[src/rtl/sbag_pkg.sv]
package sbag_pkg;
    typedef enum logic [1:0] {
        OP_NOP   = 2'b00,
        OP_MRS   = 2'b01,
        OP_READ  = 2'b10,
        OP_WRITE = 2'b11
    } op_e;

    typedef enum logic [1:0] {
        BL_2    = 2'd0,
        BL_4    = 2'd1,
        BL_8    = 2'd2,
        BL_PAGE = 2'd3
    } blen_e;

    typedef struct packed {
        blen_e      blen;
        logic       ilv;
        logic [2:0] lat;
        logic       bad;
    } mode_t;
endpackage

[src/rtl/sbag_modereg.sv]
module sbag_modereg
    import sbag_pkg::*;
#(
    parameter int LAT_OK = 3
) (
    input  logic       clk,
    input  logic       rst_n,
    input  logic       load,
    input  logic [6:0] key,
    output mode_t      mode
);
    mode_t mode_d, mode_q;

    always_comb begin
        logic code_bad;
        mode_d   = mode_q;
        code_bad = 1'b0;
        if (load) begin
            case (key[2:0])
                3'b001:  mode_d.blen = BL_2;
                3'b010:  mode_d.blen = BL_4;
                3'b011:  mode_d.blen = BL_8;
                3'b111:  mode_d.blen = BL_PAGE;
                default: begin
                    mode_d.blen = BL_2;
                    code_bad    = 1'b1;
                end
            endcase
            mode_d.ilv = key[3];
            mode_d.lat = key[6:4];
            mode_d.bad = code_bad
                       || (key[2:0] == 3'b111 && key[3])
                       || (key[6:4] != 3'(LAT_OK));
        end
    end

    always_ff @(posedge clk or negedge rst_n) begin
        if (!rst_n) begin
            mode_q <= '{blen: BL_2, ilv: 1'b0, lat: 3'(LAT_OK), bad: 1'b0};
        end else begin
            mode_q <= mode_d;
        end
    end

    assign mode = mode_q;

    // a mode held without the error flag never pairs page length with interleave
    a_r2_page_seq_only: assert property (@(posedge clk) disable iff (!rst_n)
        !mode_q.bad |-> !(mode_q.blen == BL_PAGE && mode_q.ilv));

    // a legal mode always holds the supported latency
    a_r2_lat_legal: assert property (@(posedge clk) disable iff (!rst_n)
        !mode_q.bad |-> mode_q.lat == 3'(LAT_OK));
endmodule

[src/rtl/sbag_seq.sv]
module sbag_seq
    import sbag_pkg::*;
#(
    parameter int COL_W  = 8,
    parameter int BANK_W = 2,
    parameter int BEATS  = 2,
    localparam int CNT_W = COL_W - $clog2(BEATS)
) (
    input  logic              clk,
    input  logic              rst_n,
    input  logic              cmd_valid,
    input  op_e               cmd_op,
    input  logic [COL_W-1:0]  cmd_col,
    input  logic [BANK_W-1:0] cmd_bank,
    input  logic              burst_stop,
    input  blen_e             blen,
    input  logic              mode_bad,
    output logic              active,
    output logic [CNT_W-1:0]  pair_idx,
    output logic [COL_W-1:0]  start_col,
    output logic [BANK_W-1:0] bank,
    output logic              is_wr,
    output logic              start_err
);
    typedef struct packed {
        logic              active;
        logic [CNT_W-1:0]  cnt;
        logic [COL_W-1:0]  start;
        logic [BANK_W-1:0] bank;
        logic              wr;
        logic              serr;
    } st_t;

    st_t st_d, st_q;
    logic [CNT_W-1:0] last_idx;
    logic             page;

    always_comb begin
        case (blen)
            BL_2:    last_idx = CNT_W'(0);
            BL_4:    last_idx = CNT_W'(1);
            BL_8:    last_idx = CNT_W'(3);
            default: last_idx = '1;
        endcase
    end

    assign page = (blen == BL_PAGE);

    always_comb begin
        logic is_rw, rd_on_wr, eligible, accept;
        is_rw    = cmd_valid && (cmd_op == OP_READ || cmd_op == OP_WRITE);
        rd_on_wr = st_q.active && st_q.wr && (cmd_op == OP_READ);
        eligible = is_rw && !mode_bad && !rd_on_wr;
        accept   = eligible && !(page && cmd_col[0]);

        st_d      = st_q;
        st_d.serr = eligible && page && cmd_col[0];
        if (accept) begin
            st_d.active = 1'b1;
            st_d.cnt    = '0;
            st_d.start  = cmd_col;
            st_d.bank   = cmd_bank;
            st_d.wr     = (cmd_op == OP_WRITE);
        end else if (st_q.active) begin
            if (burst_stop || (!page && st_q.cnt == last_idx)) begin
                st_d.active = 1'b0;
            end else begin
                st_d.cnt = st_q.cnt + CNT_W'(1);
            end
        end
    end

    always_ff @(posedge clk or negedge rst_n) begin
        if (!rst_n) begin
            st_q <= '0;
        end else begin
            st_q <= st_d;
        end
    end

    assign active    = st_q.active;
    assign pair_idx  = st_q.cnt;
    assign start_col = st_q.start;
    assign bank      = st_q.bank;
    assign is_wr     = st_q.wr;
    assign start_err = st_q.serr;

    // a running page burst always began on an even column
    a_r7_page_even_start: assert property (@(posedge clk) disable iff (!rst_n)
        (st_q.active && page) |-> !st_q.start[0]);

    // a finite burst never counts past its last pair
    a_r3_finite_span: assert property (@(posedge clk) disable iff (!rst_n)
        (st_q.active && !page) |-> st_q.cnt <= last_idx);

    // a stop with no command ends the burst by the next clock
    a_r6_stop_ends: assert property (@(posedge clk) disable iff (!rst_n)
        (burst_stop && !cmd_valid) |=> !st_q.active);

    // a read arriving during a write leaves the write running
    a_r8_write_kept: assert property (@(posedge clk) disable iff (!rst_n)
        (st_q.active && st_q.wr && cmd_valid && cmd_op == OP_READ && !burst_stop
         && (page || st_q.cnt != last_idx))
        |=> (st_q.active && st_q.wr && $stable(st_q.start)));

    // with an illegal mode an idle sequencer stays idle
    a_r10_bad_mode_idle: assert property (@(posedge clk) disable iff (!rst_n)
        (mode_bad && !st_q.active) |=> !st_q.active);
endmodule

[src/rtl/sbag_colcalc.sv]
module sbag_colcalc
    import sbag_pkg::*;
#(
    parameter int COL_W  = 8,
    parameter int BEATS  = 2,
    localparam int CNT_W = COL_W - $clog2(BEATS)
) (
    input  logic [COL_W-1:0]            start_col,
    input  logic [CNT_W-1:0]            pair_idx,
    input  blen_e                       blen,
    input  logic                        ilv,
    output logic [BEATS-1:0][COL_W-1:0] cols
);
    logic [COL_W-1:0] mask;

    always_comb begin
        case (blen)
            BL_2:    mask = COL_W'(1);
            BL_4:    mask = COL_W'(3);
            BL_8:    mask = COL_W'(7);
            default: mask = '1;
        endcase
    end

    for (genvar g = 0; g < BEATS; g++) begin : g_lane
        logic [COL_W-1:0] beat_k, low;
        always_comb begin
            beat_k = COL_W'(pair_idx) * COL_W'(BEATS) + COL_W'(g);
            low    = ilv ? (start_col ^ beat_k) : (start_col + beat_k);
            cols[g] = (start_col & ~mask) | (low & mask);
        end
    end
endmodule

[src/rtl/sdram_burst_agen.sv]
module sdram_burst_agen
    import sbag_pkg::*;
#(
    parameter int COL_W  = 8,
    parameter int BANK_W = 2,
    parameter int LAT_OK = 3,
    localparam int BEATS = 2,
    localparam int CNT_W = COL_W - $clog2(BEATS)
) (
    input  logic              clk,
    input  logic              rst_n,
    input  logic              cmd_valid,
    input  logic [1:0]        cmd_op,
    input  logic [COL_W-1:0]  cmd_addr,
    input  logic [BANK_W-1:0] cmd_bank,
    input  logic              burst_stop,
    output logic              beat_valid,
    output logic [COL_W-1:0]  beat_col_even,
    output logic [COL_W-1:0]  beat_col_odd,
    output logic [BANK_W-1:0] beat_bank,
    output logic              beat_write,
    output logic [2:0]        cfg_rd_lat,
    output logic              mode_err,
    output logic              start_err
);
    op_e                       op;
    mode_t                     mode;
    logic                      busy;
    logic                      mrs_load;
    logic [CNT_W-1:0]          pair_idx;
    logic [COL_W-1:0]          start_col;
    logic [BEATS-1:0][COL_W-1:0] cols;

    assign op       = op_e'(cmd_op);
    assign mrs_load = cmd_valid && (op == OP_MRS) && !busy;

    sbag_modereg #(.LAT_OK(LAT_OK)) u_mode (
        .clk   (clk),
        .rst_n (rst_n),
        .load  (mrs_load),
        .key   (cmd_addr[6:0]),
        .mode  (mode)
    );

    sbag_seq #(.COL_W(COL_W), .BANK_W(BANK_W), .BEATS(BEATS)) u_seq (
        .clk        (clk),
        .rst_n      (rst_n),
        .cmd_valid  (cmd_valid),
        .cmd_op     (op),
        .cmd_col    (cmd_addr),
        .cmd_bank   (cmd_bank),
        .burst_stop (burst_stop),
        .blen       (mode.blen),
        .mode_bad   (mode.bad),
        .active     (busy),
        .pair_idx   (pair_idx),
        .start_col  (start_col),
        .bank       (beat_bank),
        .is_wr      (beat_write),
        .start_err  (start_err)
    );

    sbag_colcalc #(.COL_W(COL_W), .BEATS(BEATS)) u_calc (
        .start_col (start_col),
        .pair_idx  (pair_idx),
        .blen      (mode.blen),
        .ilv       (mode.ilv),
        .cols      (cols)
    );

    assign beat_valid    = busy;
    assign beat_col_even = cols[0];
    assign beat_col_odd  = cols[1];
    assign cfg_rd_lat    = mode.lat;
    assign mode_err      = mode.bad;

    // a mode load during a burst leaves the mode untouched
    a_r9_mrs_busy_ignored: assert property (@(posedge clk) disable iff (!rst_n)
        (busy && cmd_valid && op == OP_MRS) |=> $stable(mode));

    // even and odd beats of a pair always differ only inside the burst field
    a_r4_pair_distinct: assert property (@(posedge clk) disable iff (!rst_n)
        beat_valid |-> beat_col_even != beat_col_odd);
endmodule

[config.mk]
export PLATFORM = sky130hd
export DESIGN_NAME = sdram_burst_agen
export DESIGN_NICKNAME = d
export VERILOG_FILES = /design/src/rtl/sbag_pkg.sv /design/src/rtl/sbag_modereg.sv /design/src/rtl/sbag_seq.sv /design/src/rtl/sbag_colcalc.sv /design/src/rtl/sdram_burst_agen.sv
export SDC_FILE = /design/constraint.sdc
export NUM_CORES = 1
export LEC_CHECK = 0
export BUFFER_PORTS_ARGS = -buffer_cell sky130_fd_sc_hd__clkbuf_2
export CORE_ASPECT_RATIO = 0.75
export CORE_MARGIN = 5
export CORE_UTILIZATION = 51
export CTS_BUF_LIST = sky130_fd_sc_hd__clkbuf_4 sky130_fd_sc_hd__clkbuf_8
export CTS_CLUSTER_DIAMETER = 150
export DETAILED_ROUTE_END_ITERATION = 16
export PLACE_DENSITY = 0.83
export SLEW_MARGIN = 20
export SYNTH_ARGS = -nofsm -noshare
export SYNTH_HDL_FRONTEND = slang
export SYNTH_SLANG_ARGS = --single-unit
[constraint.sdc]
create_clock -name clk -period 2 [get_ports clk]
set_clock_uncertainty 0.1 [all_clocks]
set_input_delay 0.2 -clock clk [delete_from_list [all_inputs] [get_ports clk]]
set_output_delay 0.2 -clock clk [all_outputs]
set_load 0.01 [all_outputs]
==> impl_metrics.toml, run 1 <==
[worst_setup_path]
critical-path-slowest-cell = "sky130_fd_sc_hd__dfrtp_1"
crit_end_element = "output port"
crit_path_max_incr_delay_ns = 0.41
cp.arrival_ns = 2.12
worst-r2r-setup-slack_ns = -0.18
worstSetupStartpoint = "u_seq.start_col[1]$_DFFE_PN0P_"
worstPathMaxFanout = 4
path_cells = "ha_2 -> fa_2 -> a31oi_4 -> nand2b_4 -> o32ai_2 -> nor3_2 -> xnor2_1 -> buf_2"
worst_r2r_endpoint = "u_seq.pair_idx[0]$_DFFE_PN0P_"
ff2ff_path_depth = 10
cpLargestDelayFamily = "adder cells"
worst-setup-path-type = "reg2out"
r2r-start = "u_seq.pair_idx[0]$_DFFE_PN0P_"
worstSetupStartpointType = "flip-flop"
critPathRequiredTime_ns = 1.70
critPathBufInv = 1

[logic_synthesis]
post-synth-top-area-fraction_pct = 33.2
postSynthAreaPerCell_um2 = 8.23
synth_flop_cell = "sky130_fd_sc_hd__dfrtp_1"
synth.most_common_cell = "sky130_fd_sc_hd__nand2_1"
post_synth_inst_count = 229
yosysSeqAreaShare_pct = 36.0
syn_std_cell_area_um2 = 1880
syn_nets = 254
flip_flop_and_latch_count_after_synthesis = 27
top_area_cells_in_the_synthesized_netlist = "sky130_fd_sc_hd__dfrtp_1 33%, sky130_fd_sc_hd__nand2_1 9.0%, sky130_fd_sc_hd__xnor2_1 5.1%"
most_frequent_cells_after_synthesis = "45 x sky130_fd_sc_hd__nand2_1, 25 x sky130_fd_sc_hd__dfrtp_1, 18 x sky130_fd_sc_hd__nor2_1, 18 x sky130_fd_sc_hd__o21ai_0"
synthDistinctLibCells = 49
synth_enable_flop_cells = 0
yosys_warnings = 0
synthArstFlopShare_pct = 100
netlist.top_cell.by_area = "sky130_fd_sc_hd__dfrtp_1"

[layout]
antenna-diode-count = 0
post-route-cell-area_um2 = 2700
fraction_of_layout_instances_using_a_drive_strength_above_1_pct = 44.9
growth_of_design_area_from_synthesis_to_finish_pct = 43.3
design.final.nets = 331

[timing]
layout_setup_ws_ns = -0.424
worst-slew-pin-transition_ns = 0.665
final-setup-viol-count = 18
final.period_utilization_pct = 121
rsz0062_at_grt = "yes"
hold_violations = 0
final_period_minus_worst_setup_slack_ns = 2.42
max_freq_mhz = 412
slew_headroom_pct = 55.7
report.final.slew_viol_count = 0

[run_status]
outcome = "complete, but fails checks"
violations = "negative setup slack"

[placement]
half_perimeter_wire_length_after_placement_um = 3920
placed_area_um2 = 2380
port_buffers = 40
routabilityCongestion = 0.946

[die]
floorplan.initialDensity_pct = 52.1
top_level_ports = 41
fp.dieW_um = 80.2
area_of_the_die_um2 = 5020
total_core_area_um2 = 3610
die-height_um = 62.6
row_count = 19

[detailed_routing]
antenna_violating_nets_post_route = 0
drc = 0
viasPerCell = 5.62
drtPass1Iterations = 5
dr.first_iter.drc_count = 126
wl_per_cell_um = 16.2
detail_route.wirelength_um = 5790
via_count = 2006

[clocking]
clkLatencyLatePin_ns = 0.27
clock_tree.buffer_depth = 2
clock_buffer_count_from_cts = 3
clk_transition_reported_paths_ns = 0.10
clock_sink_count = 27
clock-root-buffer = "sky130_fd_sc_hd__clkbuf_8"
tritoncts = "built"
htreeDepth = 1

[power]
p_leak_nw = 1.31
combPwrFrac_pct = 65.7
p_total_mw = 3.46
clock_power_share_pct = 9.1
vdd.ir_drop.worst_mv = 0.859
pwr-share-seq_pct = 25.2
power.switching_mw = 1.47
powerDensity_nw_per_um2 = 1280
cell_internal_pwr_mw = 1.99
power_switching_share_pct = 42.5

[worst_hold_path]
hold_end = "u_seq.bank[1]$_DFFE_PN0P_"
hold_class = "in2reg"
hold-path-cell-count = 3
worst_hold_startpoint = "cmd_bank[1]"

[grt]
grtUsageTotal_pct = 23.9
grt.overflow.total = 0
maximum_number_of_pins_on_one_net_before_global_route_repair = 28
antenna_found_initial = 0
first_global_vias = 1950
wire_length_of_the_first_global_routing_pass_um = 9440

[run]
timing.max_cap.violations = 0
registers in the layout, indices dropped and copies added, names as in the netlist:
register         count
u_seq.start_col      8
u_mode.mode          7
u_seq.pair_idx       7
u_seq.bank           2
u_seq.active         1
u_seq.is_wr          1
u_seq.start_err      1
layout by cell type, fill, tap and decap left out, types with 2 or more instances in the layout:
master | Yosys | final
sky130_fd_sc_hd__o31a_1 | 2 | 2
sky130_fd_sc_hd__nand4_1 | 3 | 3
sky130_fd_sc_hd__fa_2 | 0 | 2
sky130_fd_sc_hd__o21ai_2 | 0 | 6
sky130_fd_sc_hd__ha_1 | 7 | 4
sky130_fd_sc_hd__clkbuf_8 | 0 | 3
sky130_fd_sc_hd__nand2_1 | 45 | 45
sky130_fd_sc_hd__xnor2_2 | 0 | 2
sky130_fd_sc_hd__ha_4 | 0 | 2
sky130_fd_sc_hd__clkbuf_2 | 1 | 29
sky130_fd_sc_hd__buf_2 | 2 | 11
sky130_fd_sc_hd__dfrtp_1 | 25 | 23
sky130_fd_sc_hd__o21ai_0 | 18 | 8
sky130_fd_sc_hd__xor2_1 | 4 | 4
sky130_fd_sc_hd__a21oi_2 | 1 | 8
sky130_fd_sc_hd__or3_1 | 2 | 2
sky130_fd_sc_hd__buf_6 | 0 | 7
sky130_fd_sc_hd__nor2_4 | 0 | 2
sky130_fd_sc_hd__nor2_2 | 1 | 2
sky130_fd_sc_hd__o21ai_1 | 0 | 4
sky130_fd_sc_hd__nand3_1 | 9 | 9
sky130_fd_sc_hd__mux2_2 | 3 | 3
sky130_fd_sc_hd__and2_1 | 3 | 2
sky130_fd_sc_hd__xnor2_1 | 11 | 9
sky130_fd_sc_hd__buf_4 | 4 | 40
sky130_fd_sc_hd__nor2_1 | 18 | 15
sky130_fd_sc_hd__inv_1 | 12 | 11
sky130_fd_sc_hd__dfstp_2 | 2 | 2
sky130_fd_sc_hd__mux2i_1 | 3 | 3
sky130_fd_sc_hd__a21oi_1 | 12 | 5
sky130_fd_sc_hd__dfrtp_2 | 0 | 2
layout make-up:
class,instances,area [um^2]
Inverter,12,45.0
Tap cell,52,65.1
Clock buffer,3,41.3
Sequential cell,27,681
Fill cell,272,913
Clock inverter,1,7.51
Multi-Input combinational cell,174,1270
Timing Repair Buffer,88,589
worst min-delay path, delay by kind of cell:
family / cells / cell delay (ns)
buffers and inverters: 1 / 0.07
AND/OR/NAND/NOR: 2 / 0.08
worst max-delay path by stage:
stage	endpoint	slack, ns	cells after the start
after floorplan	beat_col_odd[7]	-0.02	7
after global routing	beat_col_odd[7]	-0.55	8
after CTS	beat_col_odd[7]	-0.42	8
after global placement	beat_col_odd[7]	-0.1	8
final	beat_col_odd[7]	-0.42	8
after detailed placement	beat_col_odd[6]	-0.16	9
power by group through the flow:
| stage | combinational [mW] | clock (mW) | sequential (mW) |
|---|---|---|---|
| final | 2.27 | 0.315 | 0.871 |
| after detailed placement | 1.80 | 0 | 0.863 |
| after global placement | 1.75 | 0 | 0.853 |
| after CTS | 2.10 | 0.316 | 0.861 |
| after floorplan | 1.08 | 0 | 0.868 |
| after global routing | 2.45 | 0.346 | 0.891 |
what timing repair did:
| item | 4_1_cts | 5_1_grt |
|---|---|---|
| pin swaps | 22 | 10 |
| gates resized for setup | 29 | 25 |
| hold buffers | 1 | 0 |
| endpoints found under the setup margin | 16 | 18 |
| endpoints found under the hold margin | 25 | 0 |
| buffers inserted | 10 | 2 |
layer usage:
metal	global-route usage, %	share of wire [%]
met1	31.3	43
met2	39.5	49
met3	4.61	5.7
met4	7.81	2.4
met5	0	0
cells by family after synthesis:
family                     synth area share [%]
and+or+nand+nor                            23.8
muxes                                      3.39
xor gates and xnor gates                   6.97
DFF                                        36.0
buffers and inverters                      6.57
AOI/OAI and AO/OA                          16.5
adders and majority gates                  6.77
metrics by stage:
step / TNS (ns) / hold WS, ns / setup WS, ns / instances / util, %
4_1_cts: -3.42 / 0.0120 / -0.416 / 355 / 72.6
3_5_place_dp: -0.683 / 0.165 / -0.160 / 340 / 65.9
6_report: -3.98 / 0.0150 / -0.424 / 357 / 74.7
2_1_floorplan: -0.0481 / -0.196 / -0.0196 / 229 / -
5_1_grt: -5.62 / 0.00941 / -0.554 / 357 / 74.7
3_3_place_gp: -0.282 / 0.155 / -0.0990 / 340 / 65.9
No activity file was read; power rests on OpenSTA's default activity.
==> run 2: changes to the inputs <==
--- a/config.mk
+++ b/config.mk
@@ -12,8 +12,9 @@
 export CTS_BUF_LIST = sky130_fd_sc_hd__clkbuf_4 sky130_fd_sc_hd__clkbuf_8
 export CTS_CLUSTER_DIAMETER = 150
 export DETAILED_ROUTE_END_ITERATION = 16
-export PLACE_DENSITY = 0.83
+export PLACE_DENSITY = 0.82
 export SLEW_MARGIN = 20
 export SYNTH_ARGS = -nofsm -noshare
 export SYNTH_HDL_FRONTEND = slang
+export SYNTH_HIERARCHICAL = 1
 export SYNTH_SLANG_ARGS = --single-unit
==> impl_metrics.toml, run 2 <==
[detailed_routing]
detail_route.wirelength_um = 4700
drtPass1Iterations = 4
via_count = 1737
drc = 0
antenna_violating_nets_post_route = 0
wl_per_cell_um = 14.7
viasPerCell = 5.45
dr.first_iter.drc_count = 59

[logic_synthesis]
synth_top_family_by_area = "simple AND/OR/NAND/NOR gates"
synth_adder_area_share_pct = 6.59
synthDistinctLibCells = 50
syn_std_cell_area_um2 = 1940
post-synth-top-area-fraction_pct = 32.3
synth.most_common_cell = "sky130_fd_sc_hd__dfrtp_1"
syn_nets = 220
synth_compound_area_share_pct = 14.2
postSynthAreaPerCell_um2 = 9.93
yosys_warnings = 6
synth.mux.area_fraction_pct = 12.0
top_area_cells_in_the_synthesized_netlist = "sky130_fd_sc_hd__dfrtp_1 32%, sky130_fd_sc_hd__mux2_4 7.0%, sky130_fd_sc_hd__ha_1 4.5%"
synthArstFlopShare_pct = 100
post_synth_and_or_nand_nor_area_fraction_pct = 19.4
most_frequent_cells_after_synthesis = "25 x sky130_fd_sc_hd__dfrtp_1, 22 x sky130_fd_sc_hd__nor2_1, 15 x sky130_fd_sc_hd__nand2_1, 10 x sky130_fd_sc_hd__o21ai_0, 10 x sky130_fd_sc_hd__xnor2_1"
synth_flop_cell = "sky130_fd_sc_hd__dfrtp_1"
yosys.area_share.xor_xnor_pct = 7.24
flip_flop_and_latch_count_after_synthesis = 27
netlist.top_cell.by_area = "sky130_fd_sc_hd__dfrtp_1"
yosysSeqAreaShare_pct = 35.0
synth_enable_flop_cells = 0
post_synth_inst_count = 195

[clocking]
tritoncts = "built"
clock_buffer_count_from_cts = 3
clock-root-buffer = "sky130_fd_sc_hd__clkbuf_8"
clock_tree.buffer_depth = 2
clk_transition_reported_paths_ns = 0.09
clkLatencyLatePin_ns = 0.27
clock_sink_count = 27
htreeDepth = 1

[grt]
grtUsageTotal_pct = 19.6
antenna_found_initial = 0
maximum_number_of_pins_on_one_net_before_global_route_repair = 28
wire_length_of_the_first_global_routing_pass_um = 7930
first_global_vias = 1716
grt.overflow.total = 0

[die]
row_count = 19
fp.dieW_um = 81.1
area_of_the_die_um2 = 5140
floorplan.initialDensity_pct = 52.9
total_core_area_um2 = 3660
die-height_um = 63.4
top_level_ports = 41

[layout]
post-route-cell-area_um2 = 2580
antenna-diode-count = 0
multi_input_comb_area_um2 = 1250
fraction_of_layout_instances_using_a_drive_strength_above_1_pct = 47.6
growth_of_design_area_from_synthesis_to_finish_pct = 33.2
largest_register_ff_count = 8
layout_commonest_cell = "sky130_fd_sc_hd__buf_4"
design.final.nets = 293
seq_area_um2 = 681
final_cell_mix = "32 x sky130_fd_sc_hd__buf_4, 28 x sky130_fd_sc_hd__clkbuf_2, 23 x sky130_fd_sc_hd__dfrtp_1, 19 x sky130_fd_sc_hd__nor2_1, 15 x sky130_fd_sc_hd__nand2_1"
fin_cells = 319
fill_cells = 296

[timing]
rsz0062_at_grt = "yes"
slew_headroom_pct = 55.9
worst-slew-pin-transition_ns = 0.662
final-setup-viol-count = 13
max_freq_mhz = 396
final_period_minus_worst_setup_slack_ns = 2.52
hold_violations = 0
layout_setup_ws_ns = -0.524
report.final.slew_viol_count = 0
final.period_utilization_pct = 126
fin_hold_ws_ns = 0.0477

[run_status]
violations = "negative setup slack"
outcome = "complete, but fails checks"

[worst_setup_path]
worst-setup-path-type = "reg2out"
critPathRequiredTime_ns = 1.70
worstSetupStartpointType = "flip-flop"
cp.arrival_ns = 2.22
crit_end_element = "output port"
worstPathMaxFanout = 3

[placement]
numPlacedInstances = 307
placement.setup.worst_slack_ns = -0.225
routabilityCongestion = 0.812
placed_area_um2 = 2360
half_perimeter_wire_length_after_placement_um = 3400
port_buffers = 40

[power]
powerDensity_nw_per_um2 = 1230
p_total_mw = 3.18
p_leak_nw = 1.22
vdd.ir_drop.worst_mv = 0.734

[worst_hold_path]
hold_class = "in2reg"

[run]
timing.max_cap.violations = 0
[run 2: cell types whose count changed in the layout (fill, tap and decap cells not counted), sizes merged, moves of 3 or more]
cell	change
nor2	+3
buf	-9
o21ai	-6
and2	-3
mux2	+11
inv	-5
nand2	-30
or3	-3
nand3	-4
[run 2: worst paths after layout]
check | startpoint | endpoint | slack [ns] | depth (start not counted)
min reg2reg | u_seq/bank[0]$_DFFE_PN0P_ | u_seq/bank[0]$_DFFE_PN0P_ | 0.42 | 1
min | cmd_bank[0] | u_seq/bank[0]$_DFFE_PN0P_ | 0.05 | 2
max in group asynchronous | rst_n | u_seq/pair_idx[1]$_DFFE_PN0P_ | 0.95 | 2
max | u_seq/pair_idx[0]$_DFFE_PN0P_ | beat_col_odd[7] | -0.52 | 8
min in group asynchronous | rst_n | u_mode/mode[3]$_DFFE_PN0P_ | 0.38 | 2
max reg2reg | u_seq/pair_idx[0]$_DFFE_PN0P_ | u_seq/pair_idx[1]$_DFFE_PN0P_ | 0.13 | 6
[run 2: layout make-up]
cell class	count	share of cell area [%]
Tap cell	52	2.52
Clock inverter	1	0.291
Clock buffer	3	1.60
Sequential cell	27	26.4
Inverter	7	1.02
Timing Repair Buffer	78	19.7
Multi-Input combinational cell	151	48.5
[run 2: through the flow]
step	TNS [ns]	utilization, %
finish	-3.20	70.4
floorplan	-0.237	-
CTS	-3.43	69.4
global route	-4.30	70.4
detailed placement	-1.01	64.4
global placement	-0.743	64.4
[run 2: worst max-delay path: stages (launching register included)]
cell,delay (ns)
sky130_fd_sc_hd__dfrtp_1,0.41
sky130_fd_sc_hd__ha_2,0.20
sky130_fd_sc_hd__fa_2,0.38
sky130_fd_sc_hd__a31oi_4,0.17
sky130_fd_sc_hd__o22ai_2,0.11
sky130_fd_sc_hd__a31oi_1,0.18
sky130_fd_sc_hd__mux2i_1,0.24
sky130_fd_sc_hd__xnor2_1,0.13
sky130_fd_sc_hd__buf_2,0.14
[run 2: kinds of logic after synthesis]
group / Yosys count
multiplexers: 18
AO/OA/AOI/OAI: 40
XOR/XNOR: 16
adder cells (fa/ha/maj): 9
AND/OR/NAND/NOR: 68
buffers and inverters: 17
flip-flops: 27
[run 2: routing by layer]
layer | share of wire (%) | GRT usage, % | routed length [um]
met1 | 48 | 27.5 | 2240
met2 | 46 | 31.5 | 2160
met3 | 5.6 | 2.85 | 261
met4 | 0.89 | 4.85 | 42
met5 | 0 | 0 | 0
[run 2: timing repair]
| action | in CTS | in global routing |
|---|---|---|
| setup endpoints to repair | 13 | 13 |
| pin swaps | 17 | 13 |
| buffers inserted | 8 | 2 |
| gates resized for setup | 21 | 20 |
| hold buffers | 1 | 0 |
| hold endpoints to repair | 25 | 0 |
[run 2: power by group]
| group | leakage (nW) | total (mW) | internal (mW) | switching (mW) |
|---|---|---|---|---|
| registers | 0.333 | 0.852 | 0.706 | 0.146 |
| clock network | 0.0217 | 0.317 | 0.142 | 0.175 |
| logic | 0.866 | 2.01 | 1.09 | 0.918 |
==> run 3: changes to the inputs <==
==> constraint.sdc (replaced) <==
create_clock -name clk -period 2 [get_ports clk]
set_clock_uncertainty 0.1 [all_clocks]
set_input_delay 0.1 -clock clk [delete_from_list [all_inputs] [get_ports clk]]
set_output_delay 0.1 -clock clk [all_outputs]
set_load 0.01 [all_outputs]
==> impl_metrics.toml, run 3 (synthesis gave the netlist of run 2 again) <==
[grt]
first_global_vias = 1727
wire_length_of_the_first_global_routing_pass_um = 8290
grt.overflow.total = 0
antenna_found_initial = 0
maximum_number_of_pins_on_one_net_before_global_route_repair = 28
grtUsageTotal_pct = 20.7

[layout]
design.final.nets = 305
fin_cells = 331
postLayoutCoreUtil_pct = 74.2
antenna-diode-count = 0
growth_of_design_area_from_synthesis_to_finish_pct = 40.3
largest_register_ff_count = 8
layout_commonest_cell = "sky130_fd_sc_hd__buf_4"
final_cell_mix = "31 x sky130_fd_sc_hd__buf_4, 27 x sky130_fd_sc_hd__clkbuf_2, 23 x sky130_fd_sc_hd__dfrtp_1, 20 x sky130_fd_sc_hd__nor2_1, 15 x sky130_fd_sc_hd__nand2_1"
fraction_of_layout_instances_using_a_drive_strength_above_1_pct = 46.6

[timing]
hold_violations = 0
max_freq_mhz = 399
report.final.slew_viol_count = 0
layout_setup_ws_ns = -0.506
final_period_minus_worst_setup_slack_ns = 2.51
slew_headroom_pct = 56.7
final.period_utilization_pct = 125
final-setup-viol-count = 12
totalNegativeSetupSlack_ns = -3.05
rsz0062_at_grt = "yes"
fin_hold_ws_ns = 0.0155
worst-slew-pin-transition_ns = 0.649

[run]
timing.max_cap.violations = 0

[detailed_routing]
wl_per_cell_um = 15.8
drtPass1Iterations = 4
antenna_violating_nets_post_route = 0
viasPerCell = 5.41
detail_route.wirelength_um = 5250
via_count = 1790
dr.first_iter.drc_count = 110
drc = 0

[placement]
half_perimeter_wire_length_after_placement_um = 3530
routabilityCongestion = 0.807
port_buffers = 40
numPlacedInstances = 305

[die]
top_level_ports = 41
fp.dieW_um = 81.1
floorplan.initialDensity_pct = 52.9
die-height_um = 63.4
area_of_the_die_um2 = 5140
total_core_area_um2 = 3660
row_count = 19

[worst_setup_path]
worst-setup-path-type = "reg2out"
worstPathMaxFanout = 3
crit_end_element = "output port"
cp.arrival_ns = 2.31
worstSetupStartpointType = "flip-flop"
critPathRequiredTime_ns = 1.80

[power]
powerDensity_nw_per_um2 = 1230
vdd.ir_drop.worst_mv = 0.623
p_leak_nw = 1.27
p_total_mw = 3.33

[clocking]
tritoncts = "built"
clock_buffer_count_from_cts = 3
clock_tree.buffer_depth = 2
clock_sink_count = 27
clock-root-buffer = "sky130_fd_sc_hd__clkbuf_8"
clk_transition_reported_paths_ns = 0.09
htreeDepth = 1
clkLatencyLatePin_ns = 0.28

[worst_hold_path]
hold_class = "in2reg"

[run_status]
outcome = "complete, but fails checks"
violations = "negative setup slack"
## run 3: cell count changes in the layout (fill, tap and decap cells not counted), moves of 2 or more
cell | previous run | this run
sky130_fd_sc_hd__buf_6 | 5 | 9
sky130_fd_sc_hd__dlygate4sd3_1 | 1 | 10
sky130_fd_sc_hd__o21ai_1 | 7 | 5
sky130_fd_sc_hd__o21ai_0 | 4 | 6
## run 3: repair_timing
item / in CTS / in global routing
resized for setup: 25 / 23
buffers inserted: 11 / 6
setup endpoints to repair: 11 / 13
hold buffers: 9 / 1
pin swaps: 14 / 18
hold endpoints to repair: 33 / 1
## run 3: area by class of cell
cell class | count | area, um^2
inverters | 7 | 26.3
flip-flops and latches | 27 | 681
fillers | 266 | 946
repair buffers | 90 | 634
multi-input cells | 151 | 1260
clock inverters | 1 | 7.51
clock buffers | 3 | 41.3
well taps | 52 | 65.1
## run 3: final timing paths
path,slack (ns),from,cells past startpoint,endpoint
worst min-delay path,0.02,cmd_addr[3],2,u_seq/start_col[3]$_DFFE_PN0P_
max in group asynchronous,1.07,rst_n,2,u_seq/pair_idx[1]$_DFFE_PN0P_
worst max-delay path,-0.51,u_seq/start_col[1]$_DFFE_PN0P_,8,beat_col_odd[7]
worst min register to register,0.43,u_seq/bank[1]$_DFFE_PN0P_,1,u_seq/bank[1]$_DFFE_PN0P_
min in group asynchronous,0.27,rst_n,2,u_mode/mode[3]$_DFFE_PN0P_
worst max register to register,0.13,u_seq/pair_idx[0]$_DFFE_PN0P_,6,u_seq/pair_idx[1]$_DFFE_PN0P_
## run 3: per-layer routing
metal	share of wire (%)	global-route usage [%]	wire length (um)
met2	49	33.3	2570
met5	0	0	0
met3	5.7	2.42	301
met4	1.7	6.33	90
met1	44	29.1	2280
## run 3: power by group
group,switching [mW],internal [mW],total [mW]
clock,0.179,0.142,0.321
sequential,0.163,0.706,0.869
combinational,0.968,1.18,2.15
## run 3: worst max-delay path: stages (launching register included)
cell	delay (ns)
sky130_fd_sc_hd__dfrtp_1	0.41
sky130_fd_sc_hd__ha_2	0.20
sky130_fd_sc_hd__fa_2	0.39
sky130_fd_sc_hd__a31oi_4	0.18
sky130_fd_sc_hd__o22ai_2	0.12
sky130_fd_sc_hd__a31oi_1	0.21
sky130_fd_sc_hd__mux2i_1	0.25
sky130_fd_sc_hd__xnor2_1	0.13
sky130_fd_sc_hd__buf_2	0.14
## run 3: per-stage QoR
| step | setup slack, ns | cell area [um^2] |
|---|---|---|
| after global placement | -0.0990 | 2340 |
| after floorplan | -0.0337 | 1950 |
| after detailed placement | -0.159 | 2340 |
| after CTS | -0.467 | 2660 |
| after global routing | -0.605 | 2720 |
| final | -0.506 | 2720 |
